`config.mk`:
```
export PLATFORM = sky130hd
export DESIGN_NAME = seu_mem_tester
export DESIGN_NICKNAME = d
export VERILOG_FILES = /design/src/rtl/seu_tst_pkg.sv /design/src/rtl/seu_pat_gen.sv /design/src/rtl/seu_err_cmp.sv /design/src/rtl/seu_fail_log.sv /design/src/rtl/seu_mem_tester.sv
export SDC_FILE = /design/constraint.sdc
export NUM_CORES = 1
export LEC_CHECK = 0
export ABC_AREA = 1
export BUFFER_PORTS_ARGS = -buffer_cell sky130_fd_sc_hd__clkbuf_2
export CAP_MARGIN = 20
export CELL_PAD_IN_SITES_DETAIL_PLACEMENT = 1
export CELL_PAD_IN_SITES_GLOBAL_PLACEMENT = 1
export CORE_ASPECT_RATIO = 2
export CORE_MARGIN = 2
export CORE_UTILIZATION = 48
export CTS_BUF_LIST = sky130_fd_sc_hd__clkbuf_4 sky130_fd_sc_hd__clkbuf_8
export CTS_CLUSTER_SIZE = 30
export DETAILED_ROUTE_END_ITERATION = 7
export GPL_ROUTABILITY_DRIVEN = 0
export PLACE_DENSITY = 0.8
export SLEW_MARGIN = 10
export SYNTH_ARGS = -nofsm -noshare
export SYNTH_HDL_FRONTEND = slang
export SYNTH_SLANG_ARGS = --single-unit
```
`constraint.sdc`:
```
create_clock -name clk_i -period 7.2 [get_ports clk_i]
set_input_delay 1.44 -clock clk_i [delete_from_list [all_inputs] [get_ports clk_i]]
set_output_delay 1.44 -clock clk_i [all_outputs]
set_load 0.01 [all_outputs]
```
`src/rtl/seu_tst_pkg.sv`:
```
package seu_tst_pkg;
  typedef enum logic [2:0] {
    ST_IDLE,
    ST_WRITE,
    ST_HOLD,
    ST_READ,
    ST_FLUSH
  } seq_state_e;

  localparam logic [1:0] PAT_ZERO    = 2'd0;
  localparam logic [1:0] PAT_ONES    = 2'd1;
  localparam logic [1:0] PAT_CHK     = 2'd2;
  localparam logic [1:0] PAT_CHK_INV = 2'd3;
endpackage

```
`src/rtl/seu_pat_gen.sv`:
```
module seu_pat_gen import seu_tst_pkg::*; #(
  parameter int ADDR_W = 5,
  parameter int DATA_W = 8
) (
  input  logic [1:0]        sel_i,
  input  logic [ADDR_W-1:0] addr_i,
  output logic [DATA_W-1:0] data_o
);
  logic [DATA_W-1:0] chk_base;

  for (genvar i = 0; i < DATA_W; i++) begin : g_chk
    assign chk_base[i] = (i % 2 == 1);
  end

  always_comb begin
    unique case (sel_i)
      PAT_ZERO:    data_o = '0;
      PAT_ONES:    data_o = '1;
      PAT_CHK:     data_o = addr_i[0] ? ~chk_base : chk_base;
      default:     data_o = addr_i[0] ? chk_base : ~chk_base;
    endcase
  end
endmodule

```
`src/rtl/seu_err_cmp.sv`:
```
module seu_err_cmp #(
  parameter int DATA_W = 8,
  localparam int CW = $clog2(DATA_W + 1)
) (
  input  logic [DATA_W-1:0] rdata_i,
  input  logic [DATA_W-1:0] expect_i,
  output logic [DATA_W-1:0] syn_o,
  output logic [CW-1:0]     nbits_o,
  output logic              bad_o
);
  assign syn_o = rdata_i ^ expect_i;
  assign bad_o = |syn_o;

  always_comb begin
    nbits_o = '0;
    for (int i = 0; i < DATA_W; i++) nbits_o = nbits_o + CW'(syn_o[i]);
  end
endmodule

```
`src/rtl/seu_fail_log.sv`:
```
module seu_fail_log #(
  parameter int ADDR_W = 5,
  parameter int DATA_W = 8,
  parameter int DEPTH  = 16,
  localparam int PTR_W = $clog2(DEPTH)
) (
  input  logic              clk_i,
  input  logic              rst_ni,
  input  logic              clr_i,
  input  logic              push_i,
  input  logic [ADDR_W-1:0] addr_i,
  input  logic [DATA_W-1:0] syn_i,
  input  logic              pop_i,
  output logic              valid_o,
  output logic [ADDR_W-1:0] addr_o,
  output logic [DATA_W-1:0] syn_o,
  output logic              ovf_o
);
  logic [ADDR_W-1:0] addr_m [DEPTH];
  logic [DATA_W-1:0] syn_m  [DEPTH];
  logic [PTR_W-1:0]  wr_q, rd_q;
  logic [PTR_W:0]    cnt_q;
  logic              ovf_q, full, do_push, do_pop;

  assign full    = cnt_q == (PTR_W+1)'(DEPTH);
  assign do_push = push_i && !full;
  assign do_pop  = pop_i && (cnt_q != '0);

  always_ff @(posedge clk_i or negedge rst_ni) begin
    if (!rst_ni) begin
      wr_q <= '0; rd_q <= '0; cnt_q <= '0; ovf_q <= 1'b0;
    end else if (clr_i) begin
      wr_q <= '0; rd_q <= '0; cnt_q <= '0; ovf_q <= 1'b0;
    end else begin
      if (do_push) wr_q <= wr_q + 1'b1;
      if (do_pop)  rd_q <= rd_q + 1'b1;
      cnt_q <= cnt_q + (PTR_W+1)'(do_push) - (PTR_W+1)'(do_pop);
      if (push_i && full) ovf_q <= 1'b1;
    end
  end

  always_ff @(posedge clk_i) begin
    if (do_push && !clr_i) begin
      addr_m[wr_q] <= addr_i;
      syn_m[wr_q]  <= syn_i;
    end
  end

  assign valid_o = cnt_q != '0;
  assign addr_o  = addr_m[rd_q];
  assign syn_o   = syn_m[rd_q];
  assign ovf_o   = ovf_q;

  // push into a full log must leave the sticky flag set
  assert_ovf_on_full_push_R7: assert property (@(posedge clk_i) disable iff (!rst_ni)
    (push_i && full && !clr_i) |=> ovf_o);
  assert_depth_bound_R7: assert property (@(posedge clk_i) disable iff (!rst_ni)
    (full && !pop_i && !clr_i) |=> full);
endmodule

```
`src/rtl/seu_mem_tester.sv`:
```
module seu_mem_tester import seu_tst_pkg::*; #(
  parameter int ADDR_W    = 5,
  parameter int DATA_W    = 8,
  parameter int HOLD_W    = 32,
  parameter int PASS_W    = 16,
  parameter int CNT_W     = 32,
  parameter int LOG_DEPTH = 16
) (
  input  logic              clk_i,
  input  logic              rst_ni,
  input  logic              start_i,
  input  logic              mode_i,
  input  logic [1:0]        pattern_i,
  input  logic [HOLD_W-1:0] hold_cycles_i,
  input  logic [PASS_W-1:0] pass_count_i,
  output logic              busy_o,
  output logic              done_o,
  output logic              mem_en_o,
  output logic              mem_we_o,
  output logic [ADDR_W-1:0] mem_addr_o,
  output logic [DATA_W-1:0] mem_wdata_o,
  input  logic [DATA_W-1:0] mem_rdata_i,
  output logic [CNT_W-1:0]  bit_err_o,
  output logic [CNT_W-1:0]  word_err_o,
  output logic [PASS_W-1:0] pass_o,
  input  logic              log_pop_i,
  output logic              log_valid_o,
  output logic [ADDR_W-1:0] log_addr_o,
  output logic [DATA_W-1:0] log_syn_o,
  output logic              log_ovf_o
);
  localparam int CW = $clog2(DATA_W + 1);

  seq_state_e        state_q;
  logic [ADDR_W-1:0] addr_q, rd_addr_q;
  logic              mode_q, rd_vld_q, done_q, start_ok, last_addr;
  logic [1:0]        pat_q;
  logic [HOLD_W-1:0] hold_q, hcnt_q;
  logic [PASS_W-1:0] npass_q, pass_q;
  logic [CNT_W-1:0]  bit_err_q, word_err_q;
  logic [DATA_W-1:0] wr_pat, rd_pat, syn;
  logic [CW-1:0]     nbits;
  logic              bad;

  assign start_ok  = (state_q == ST_IDLE) && start_i;
  assign last_addr = &addr_q;

  seu_pat_gen #(.ADDR_W(ADDR_W), .DATA_W(DATA_W)) i_wr_pat (
    .sel_i(pat_q), .addr_i(addr_q), .data_o(wr_pat));
  seu_pat_gen #(.ADDR_W(ADDR_W), .DATA_W(DATA_W)) i_rd_pat (
    .sel_i(pat_q), .addr_i(rd_addr_q), .data_o(rd_pat));

  seu_err_cmp #(.DATA_W(DATA_W)) i_cmp (
    .rdata_i(mem_rdata_i), .expect_i(rd_pat), .syn_o(syn), .nbits_o(nbits), .bad_o(bad));

  seu_fail_log #(.ADDR_W(ADDR_W), .DATA_W(DATA_W), .DEPTH(LOG_DEPTH)) i_log (
    .clk_i, .rst_ni, .clr_i(start_ok), .push_i(rd_vld_q && bad), .addr_i(rd_addr_q),
    .syn_i(syn), .pop_i(log_pop_i), .valid_o(log_valid_o), .addr_o(log_addr_o),
    .syn_o(log_syn_o), .ovf_o(log_ovf_o));

  always_ff @(posedge clk_i or negedge rst_ni) begin
    if (!rst_ni) begin
      state_q <= ST_IDLE; addr_q <= '0; rd_addr_q <= '0; rd_vld_q <= 1'b0;
      mode_q <= 1'b0; pat_q <= '0; hold_q <= '0; hcnt_q <= '0;
      npass_q <= '0; pass_q <= '0; done_q <= 1'b0;
    end else begin
      done_q    <= 1'b0;
      rd_vld_q  <= state_q == ST_READ;
      rd_addr_q <= addr_q;
      unique case (state_q)
        ST_IDLE: if (start_i) begin
          mode_q <= mode_i; pat_q <= pattern_i; hold_q <= hold_cycles_i;
          npass_q <= pass_count_i; addr_q <= '0; pass_q <= '0;
          state_q <= ST_WRITE;
        end
        ST_WRITE: begin
          addr_q <= addr_q + 1'b1;
          if (last_addr) begin
            hcnt_q  <= hold_q;
            state_q <= mode_q ? ST_READ : ST_HOLD;
          end
        end
        ST_HOLD: begin
          if (hcnt_q == '0) state_q <= ST_READ;
          else hcnt_q <= hcnt_q - 1'b1;
        end
        ST_READ: begin
          addr_q <= addr_q + 1'b1;
          if (last_addr) state_q <= ST_FLUSH;
        end
        ST_FLUSH: begin
          pass_q <= pass_q + 1'b1;
          if (!mode_q || (pass_q + PASS_W'(1)) >= npass_q) begin
            state_q <= ST_IDLE;
            done_q  <= 1'b1;
          end else begin
            state_q <= ST_WRITE;
          end
        end
        default: state_q <= ST_IDLE;
      endcase
    end
  end

  always_ff @(posedge clk_i or negedge rst_ni) begin
    if (!rst_ni) begin
      bit_err_q <= '0; word_err_q <= '0;
    end else if (start_ok) begin
      bit_err_q <= '0; word_err_q <= '0;
    end else if (rd_vld_q) begin
      bit_err_q  <= bit_err_q + CNT_W'(nbits);
      word_err_q <= word_err_q + CNT_W'(bad);
    end
  end

  assign busy_o      = state_q != ST_IDLE;
  assign done_o      = done_q;
  assign mem_en_o    = (state_q == ST_WRITE) || (state_q == ST_READ);
  assign mem_we_o    = state_q == ST_WRITE;
  assign mem_addr_o  = addr_q;
  assign mem_wdata_o = wr_pat;
  assign bit_err_o   = bit_err_q;
  assign word_err_o  = word_err_q;
  assign pass_o      = pass_q;

  assert_hold_quiet_R2: assert property (@(posedge clk_i) disable iff (!rst_ni)
    (state_q == ST_HOLD && hcnt_q != '0) |=> !mem_en_o);
  assert_bits_grow_R5: assert property (@(posedge clk_i) disable iff (!rst_ni)
    (busy_o && $past(busy_o)) |-> bit_err_o >= $past(bit_err_o));
  assert_word_le_bit_R6: assert property (@(posedge clk_i) disable iff (!rst_ni)
    word_err_o <= bit_err_o);
  assert_done_single_R9: assert property (@(posedge clk_i) disable iff (!rst_ni)
    done_o |=> !done_o);
  assert_idle_hold_R9: assert property (@(posedge clk_i) disable iff (!rst_ni)
    (!busy_o && !start_i) |=> ($stable(bit_err_o) && $stable(word_err_o) && $stable(pass_o)));
endmodule

```
**After elaboration in Yosys (flattened, before gate mapping)**

Memory sizes are Yosys's and may differ from the RTL's.
Cells that the tools add are included.

- $add $sub $neg: 16
- Magnitude comparators: 1
- Eq/ne operators: 12
- Muxes and demuxes: 35
- Bitwise operators: 1
- Reductions and logical operators: 31

Operator list:

| operator | count |
|---|---|
| $mux 32 | 6 |
| $pmux 32 s2 | 1 |
| $pmux 8 s3 | 2 |
| $add 32x1->32 | 1 |
| $add 32x4->32 | 1 |
| $logic_not 32->1 | 1 |
| $mux 8 | 4 |
| $pmux 16 s2 | 1 |
| $sub 32x1->32 const B | 1 |
| $add 4x1->4 | 6 |
| $add 16x1->16 const B | 1 |
| $ge 16x16->1 | 1 |
| $mux 16 | 1 |
| $mux 4 | 4 |
| $pmux 3 s5 | 1 |
| $reduce_bool 2->1 | 7 |
| $mux 3 | 4 |
| $mux 5 | 2 |
| $pmux 5 s2 | 1 |
| $add 4x1->4 const B | 2 |
| $mux 1 | 8 |
| $ne 2x2->1 const B | 4 |
| $reduce_or 8->1 | 1 |
| $xor 8x8->8 | 1 |
| other kinds (23) | 34 |

- Bits in registers: 192
- RAM bits: 208
- Input port bits: 63
- Output and inout port bits: 112
- Word-level logic and storage cells: 115
- Memories kept: 2

Memories:

| name | words | bits a word | rd ports | clocked after Yosys merged registers in | wr ports | RTL line | source |
|---|---|---|---|---|---|---|---|
| i_log.syn_m | 16 | 8 | 1 | 0 | 1 | seu_fail_log.sv:20 | `logic [DATA_W-1:0] syn_m [DEPTH];` |
| i_log.addr_m | 16 | 5 | 1 | 0 | 1 | seu_fail_log.sv:19 | `logic [ADDR_W-1:0] addr_m [DEPTH];` |

**Longest topological paths before layout**

Gate-level depths: netlist of the first run.

- Word-level depth: 13
- Gate-level depth with buffers: 26
- Mapped depth without buffers: 26

**Cells and area by module**

From an unflattened synthesis of the first run, not the netlist that was laid out.

- Cell total of the unflattened synthesis: 2571
- Area, all modules: 20878.8 um^2

By module, submodules not included:

| module | times used | cells each | area each (um^2) | seq. area each (um^2) |
|---|---|---|---|---|
| seu_mem_tester | 1 | 1503 | 10465.0 | 4454.3 |
| seu_fail_log | 1 | 974 | 9870.7 | 6596.3 |
| seu_err_cmp | 1 | 62 | 362.8 | 0.0 |
| seu_pat_gen | 2 | 16 | 90.1 | 0.0 |

**Worst setup path after synthesis of the first run**

OpenSTA, ideal clock, no wires.

- Path kind: input port to flip-flop
- From: in mem_rdata_i[0]
- To: reg bit_err_q[18], in the netlist bit_err_o[18]
- Library setup time: 0.117 ns
- Arrival: 5.725 ns
- Required time: 7.083 ns
- Setup slack: 1.358 ns
- Cell stages on the path: 19
- Buffers on the path: 0
- Cell sequence: xnor2_1 inv_1 ha_1 inv_1 fa_1 fa_1 inv_1 fa_1 inv_1 fa_1 fa_1 o21ai_2 nand2_1 nor2_1 nand3_1 nor2_1 nand2_1 nand2_1 nor2_1

- Word-level cells in the longest chain between the ends: 11

RTL lines:

| item | RTL line | source |
|---|---|---|
| from (decl) | seu_mem_tester.sv:22 | `input logic [DATA_W-1:0] mem_rdata_i,` |
| $xor 8x8->8 | seu_err_cmp.sv:11 | `assign syn_o = rdata_i ^ expect_i;` |
| $add 1x1->2 | seu_err_cmp.sv:16 | `for (int i = 0; i < DATA_W; i++) nbits_o = nbits_o + CW'(syn_o[i]);` |
| $add 4x1->4 (6 in series) | seu_err_cmp.sv:16 |  |
| $add 32x4->32 | seu_mem_tester.sv:111 | `bit_err_q <= bit_err_q + CNT_W'(nbits);` |
| $mux 32 | seu_mem_tester.sv:110 | `end else if (rd_vld_q) begin` |
| $mux 32 | seu_mem_tester.sv:108 | `end else if (start_ok) begin` |
| to (signal assigned) | seu_mem_tester.sv:111 |  |
| to (decl) | seu_mem_tester.sv:40 | `logic [CNT_W-1:0] bit_err_q, word_err_q;` |

No other way between the ends. The select of a mux whose other input is x is not followed.
A chain may end at the register's enable or synchronous reset.

**Worst setup path after layout of the first run**

- From: reg rd_addr_q[0]
- To: reg bit_err_q[16], in the netlist bit_err_o[16]

- Word-level cells in the longest chain between the ends: 13
- Elaborated cells on any way between the ends: 14
- Those cells by class: add/sub: 8; mux: 5; bitwise: 1

RTL lines:

| item | RTL line | source |
|---|---|---|
| from (decl) | seu_mem_tester.sv:35 | `logic [ADDR_W-1:0] addr_q, rd_addr_q;` |
| from (signal assigned) | seu_mem_tester.sv:69 | `rd_addr_q <= addr_q;` |
| $mux 8 (on tied branches) | seu_pat_gen.sv:20, seu_pat_gen.sv:19 |  |
| $pmux 8 s3 * | seu_pat_gen.sv:16 | `unique case (sel_i)` |
| $xor 8x8->8 * | seu_err_cmp.sv:11 |  |
| via i_cmp.syn_o[0] | seu_err_cmp.sv:7 | `output logic [DATA_W-1:0] syn_o,` |
| $add 1x1->2 * | seu_err_cmp.sv:16 |  |
| $add 4x1->4 * (6 in series) | seu_err_cmp.sv:16 |  |
| $add 32x4->32 * | seu_mem_tester.sv:111 |  |
| $mux 32 * | seu_mem_tester.sv:110 |  |
| $mux 32 * | seu_mem_tester.sv:108 |  |

Mark *: on every way through the listed nets, which the timed path passes. The rest lies on a longest branch. The select of a mux whose other input is x is not followed.

==> results of run 1 <==
cells in the mapped netlist (4+ instances only):
cell,instances
nand2_1,529
nor2_1,257
inv_1,220
edfxtp_1,208
dfrtp_1,192
o21ai_0,168
nand3_1,110
a21oi_1,52
clkbuf_1,43
ha_1,41
nor3_1,41
nand4_1,40
mux2i_1,38
o221ai_1,38
buf_2,24
xor2_1,18
o211ai_1,16
o32ai_1,14
o21ai_1,13
buf_4,10
o22ai_1,10
buf_1,6
fa_1,6
inv_2,6
xnor2_1,6
a31oi_1,5
nand3b_1,5
and2_1,4
nand3_2,4
nor4_1,4
power groups by stage:
stage / registers [W] / clock network, W / logic, W
2_1_floorplan: 0.00343 / 0 / 0.00278
3_3_place_gp: 0.00360 / 0 / 0.00379
3_5_place_dp: 0.00363 / 0 / 0.00404
4_1_cts: 0.00359 / 0.00217 / 0.00408
5_1_grt: 0.00366 / 0.00226 / 0.00457
6_report: 0.00359 / 0.00213 / 0.00404
metrics by stage:
stage	worst slack, ns	power (W)	util	hold WS [ns]
floorplan	1.36	0.00621	-	0.437
finish	1.37	0.00977	0.556	0.466
detailed placement	0.953	0.00767	0.522	0.454
global route	0.926	0.0105	0.556	0.498
global placement	1.11	0.00739	0.521	0.453
CTS	1.41	0.00984	0.556	0.470
critical path: cells and delay by family, from the launching register on:
| kind | cells | cell delay (ns) |
|---|---|---|
| XOR/XNOR | 1 | 0.18 |
| adder cells (fa/ha/maj) | 6 | 2.63 |
| buffers and inverters | 5 | 0.35 |
| AND/OR/NAND/NOR | 9 | 1.69 |
| flip-flops | 1 | 0.63 |
| AO/OA/AOI/OAI | 1 | 0.26 |
logic make-up (layout without fill, tap and decap cells):
kind of cell | count (synthesis) | after routing | share of synthesized area
AO/OA/AOI/OAI | 330 | 330 | 0.0991
XOR/XNOR | 24 | 24 | 0.0107
adder cells (fa/ha/maj) | 47 | 47 | 0.0322
buffers and inverters | 310 | 530 | 0.0627
flip-flops | 400 | 400 | 0.562
multiplexers | 38 | 38 | 0.0193
other | 0 | 1 | 0
AND/OR/NAND/NOR | 1010 | 1010 | 0.214
cells in the final DEF, fill, tap and decap left out, drive strengths merged, types with 38 or more instances in the layout:
cell / Yosys / layout
nand2: 530 / 530
nor2: 263 / 263
clkbuf: 44 / 244
inv: 226 / 228
edfxtp: 208 / 208
dfrtp: 192 / 192
o21ai: 183 / 183
nand3: 114 / 114
a21oi: 52 / 52
nor3: 42 / 42
ha: 41 / 41
nand4: 40 / 40
mux2i: 38 / 38
o221ai: 38 / 38
path summary, 6_finish.rpt:
path / start / cells past startpoint / to / slack [ns]
hold reg to reg: hold_q[5] / 2 / hold_q[5] / 0.47
setup / recovery: rd_addr_q[0] / 22 / bit_err_o[16] / 1.37
setup reg to reg: rd_addr_q[0] / 22 / bit_err_o[16] / 1.37
min in group asynchronous: rst_ni / 1 / hold_q[1] / 0.85
max in group asynchronous: rst_ni / 2 / i_log.rd_q[0] / 5.00
hold / removal: hold_q[5] / 2 / hold_q[5] / 0.47
final cells by class:
type / instances / area, um^2
diodes: 1 / 2.50
clock buffers: 70 / 895
clock inverters: 37 / 445
fillers: 4779 / 17900
inverters: 226 / 850
multi-input cells: 1449 / 7430
flip-flops and latches: 400 / 11100
well taps: 530 / 663
repair buffers: 197 / 1090
state kept, by name (all words and copies together), names as in the netlist, 3 cells and up:
register      flops
i_log.syn_m     128
hcnt_q           32
state_q           3
i_log.rd_q        4
npass_q          16
i_log.cnt_q       5
bit_err_o        32
rd_addr_q         5
pass_o           16
i_log.wr_q        4
i_log.addr_m     80
mem_addr_o        5
word_err_o       32
hold_q           32
per-layer routing:
layer / share of wire / wire length (um) / global-route usage / vias to the layer above
met4: 0.054 / 3340 / 0.154 / 0
met5: 0 / 0 / 0 / -
li1: - / - / - / 7622
met2: 0.56 / 34600 / 0.553 / 481
met3: 0.041 / 2520 / 0.0410 / 188
met1: 0.34 / 21100 / 0.297 / 8193
==> results.md, run 1 <==
* Max incr delay on CP at 0.63 ns
* CP max-delay cell: dfrtp_1
* Post-synthesis sequential area ratio at 0.562
* Worst Skew at 0.0267 ns
* Top_reg_cell synth: edfxtp_1
* Largest net degree at the start of global routing at 100
* Final WL at 61600 um
* Nets@finish at 2441
* Buffers on Ports at 174
* Max Cap Viol at 0
* Fin. max-slew vios at 0
* Cell variety after synth at 46
* LEAKAGE at 9.87 nW
* Antenna Violating Nets Remaining at 0
* Setup CP Type: register to register
* CTS buffer count at 57
* Root buffer cell: clkbuf_8
* EDFF count, synth at 208
* Worst path required time at 7.77 ns
* Final std cells w/o fill at 2910
* Setup repair bufs after CTS at 0
* Minimum clock period at 5.83 ns
* Slew HR at 0.202
* Crit path cell chain: nand3_1 -> nand2_1 -> xnor2_1 -> inv_1 -> ha_1 -> inv_1 -> fa_1 -> fa_1 -> inv_1 -> fa_1 -> inv_1 -> fa_1 -> fa_1 -> o21ai_2 -> nand2_1 -> nor2_1 -> nand3_1 -> nor2_1 -> nand2_1 -> nand2_1 -> inv_1 -> nor2_1
* Post-synth top area share at 0.318
* Drt drc at 0
* Leading post-synthesis cells by cell area: edfxtp_1 (32%), dfrtp_1 (24%), nand2_1 (10%)
* Initial antenna violation count at 1
* Die Ht at 290 um
* Maximum fanout along the worst path at 19
* Ys async rst share at 0.480
* Seq cells post-synth at 400
* Iter 0 DRT Violations at 724
* Yosys Warn Count at 0
* Worst Hold Class: register to register
* Hold buffer count at cts at 0
* Worst-path clk slew at 0.07 ns
* GR Overflow Total at 0
* Setup Viol. Count Final at 0
* Fmax at 171 MHz
* Fin. Hold Viols at 0
* Proportion of layout cells with a drive suffix above 1 at 0.143
* CP Capture Type: register
* Synthesized area at 19700 um^2
* Cells after Synth at 2159
* H-tree levels at 2
* RSZ-0062 raised after global routing: no
* Sw Ratio at 0.426
* TritonCTS clock tree: built
* Logic pwr share at 0.413
* DR pass1 iterations at 4
* Number of clock sinks at 400
* Total I/O pin count at 175
* Clk network pwr share at 0.219
* Layout area overhead at 14.1%
* HPWL after DPL at 43300 um
* Clock Latency Late Sink at 0.65 ns
* Clk buf depth at 3
* Final worst-path cycle share at 0.810
* Chip Width at 147 um
* Sequential share of power at 0.368
* Starting Density at 0.488
* Crit path DAT at 6.40 ns
* Startpoint types: register
* Avg Cell Area, Syn at 9.11 um^2
* Net Switching at 0.00416 W
* Peak supply drop at 0.000266 V
* Core area at 40300 um^2
* Full die area at 42700 um^2
* Internal power at 0.00561 W
* Via count at 16500
* Outcome: completed
* Via density at 5.66
* Synth Net Count at 2269
* Num rows at 104
* Vias in the first global route at 18000
* Post-synth top area cell: edfxtp_1
* Area after DPL at 21100 um^2
* TNS Setup at 0 ns
* Slew @ Worst Pin at 1.20 ns
* Total GRT Usage at 0.289
* Pwr/cell area at 435 nW/um^2
* Post-CTS sizing at 0
* First-pass GRT wire length at 97200 um
* Wire per inst at 21.2 um
* Final Instance Area at 22400 um^2
* DP Cell Count at 2801
No activity file was read; power rests on OpenSTA's default activity.
==> run 2: changes to the inputs <==
clock period = 5.6 ns   (was 7.2 ns; I/O delays follow)
==> results.md, run 2 (same netlist as run 1, synthesis figures left out) <==
* Outcome: completed
* Max Cap Viol at 0
* Crit path cell chain: inv_1 -> nand2_1 -> nand2_1 -> xnor2_1 -> inv_1 -> ha_1 -> inv_1 -> fa_1 -> fa_1 -> inv_1 -> fa_1 -> inv_1 -> fa_1 -> fa_1 -> o21ai_4 -> nand2_1 -> nor2_1 -> nand3_2 -> nor2_2 -> a21oi_1 -> nor2_1
* Slew HR at 0.374
* Biggest register: i_log.syn_m
* Setup repair bufs after CTS at 0
* Setup Viol. Count Final at 0
* Num rows at 104
* Flop2flop setup slack at 0.36 ns
* Maximum fanout along the worst path at 6
* Wire per inst at 21.0 um
* Util after Layout at 0.557
* Hold Path Origin: mem_addr_o[3]
* Minimum clock period at 5.24 ns
* Fin. max-slew vios at 0
* LEAKAGE at 9.93 nW
* Clock Latency Late Sink at 0.66 ns
* Chip Width at 147 um
* HPWL after DPL at 43500 um
* Drt drc at 0
* GR Overflow Total at 0
* Crit path DAT at 5.81 ns
* Startpoint types: register
* Layout area overhead at 14.2%
* Max incr delay on CP at 0.53 ns
* Nets@finish at 2456
* Hold buffer count at cts at 0
* Final WL at 61500 um
* Max reg flops at 128
* Die Ht at 290 um
* Number of clock sinks at 400
* Final worst-path cycle share at 0.936
* Iter 0 DRT Violations at 801
* Final std cells w/o fill at 2924
* Launch point of the worst reg-to-reg path: pat_q[0]
* Final WS setup at 0.356 ns
* Fin Hold WS at 0.431 ns
* Via count at 16500
* Starting Density at 0.488
* CP Capture Type: register
* First-pass GRT wire length at 96700 um
* Pwr/cell area at 555 nW/um^2
* FF-to-FF End: bit_err_o[20]
* Core area at 40300 um^2
* Clk buf depth at 3
* Worst path required time at 6.17 ns
* Fin. Hold Viols at 0
* Hold Crit Depth at 0
* Worst Skew at 0.0457 ns
* TritonCTS clock tree: built
* DP Cell Count at 2817
* Slew @ Worst Pin at 0.932 ns
* Buffers on Ports at 174
* CTS buffer count at 55
* RSZ-0062 raised after global routing: no
* Antenna Violating Nets Remaining at 0
* Total GRT Usage at 0.289
* Largest net degree at the start of global routing at 109
* Worst-path clk slew at 0.07 ns
* Post-CTS sizing at 0
* Setup CP Type: register to register
* Most common cell after layout, fill and taps aside: nand2_1
* DR pass1 iterations at 5
* Hold worst-path end: rd_addr_q[3]
* DP Worst Slack at -0.137 ns
* Vias in the first global route at 18200
* H-tree levels at 2
* Initial antenna violation count at 1
* Root buffer cell: clkbuf_8
* R2R cell count at 21
* Proportion of layout cells with a drive suffix above 1 at 0.145
* Most frequent cells in the layout: nand2_1 (529), nor2_1 (255), inv_1 (220)
* Total I/O pin count at 175
* Peak supply drop at 0.000326 V
* PnR Total Power at 0.0125 W
* Via density at 5.63
* CP max-delay cell: fa_1
* Worst Hold Class: register to register
* Largest registers: i_log.syn_m: 128 flops, i_log.addr_m: 80 flops
* Fmax at 191 MHz
* Full die area at 42700 um^2
==> run 2: cell count changes in the layout (fill, tap and decap cells not counted), sizes merged <==
cell	change
inv	-2
clkinv	+2
bufinv	-5
clkbuf	+2
buf	+17
==> run 2: area by class of cell <==
type | instances | area [um^2]
Antenna cell | 1 | 2.50
Sequential cell | 400 | 11100
Timing Repair Buffer | 214 | 1220
Fill cell | 4770 | 17900
Clock buffer | 72 | 935
Inverter | 226 | 850
Clock inverter | 32 | 314
Multi-Input combinational cell | 1449 | 7410
Tap cell | 530 | 663
==> run 2: worst max path at each step <==
stage / cells past startpoint / to / startpoint / slack (ns)
after detailed placement: 19 / bit_err_o[20] / mem_rdata_i[1] / -0.14
after global routing: 22 / bit_err_o[18] / pat_q[0] / 0.02
after CTS: 21 / bit_err_o[20] / pat_q[1] / 0.23
final: 21 / bit_err_o[20] / pat_q[0] / 0.36
after global placement: 20 / bit_err_o[18] / mem_rdata_i[1] / 0.01
after floorplan: 19 / bit_err_o[18] / mem_rdata_i[0] / 0.08
==> run 2: worst max-delay path, delay by kind of cell (launching register included) <==
kind / cells / cell delay [ns]
AO/OA/AOI/OAI: 2 / 0.36
AND/OR/NAND/NOR: 7 / 1.11
flip-flops: 1 / 0.41
adder cells (fa/ha/maj): 6 / 2.67
buffers and inverters: 5 / 0.46
XOR/XNOR: 1 / 0.18
==> run 2: power breakdown <==
part           internal [W]  switching, W
registers           0.00394      0.000574
clock network       0.00134       0.00120
logic               0.00179       0.00360
total               0.00708       0.00538
==> run 2: through the flow <==
stage	area [um^2]	setup TNS [ns]
4_1_cts	22400	0
3_5_place_dp	21100	-0.439
2_1_floorplan	19700	0
6_report	22500	0
5_1_grt	22500	0
3_3_place_gp	21100	0
==> run 2: routing by layer <==
metal / vias to the layer above / routed length, um / track usage
met3: 202 / 2320 / 0.0377
met5: - / 0 / 0
met4: 0 / 3760 / 0.160
met2: 463 / 34600 / 0.561
li1: 7644 / - / -
met1: 8145 / 20800 / 0.290
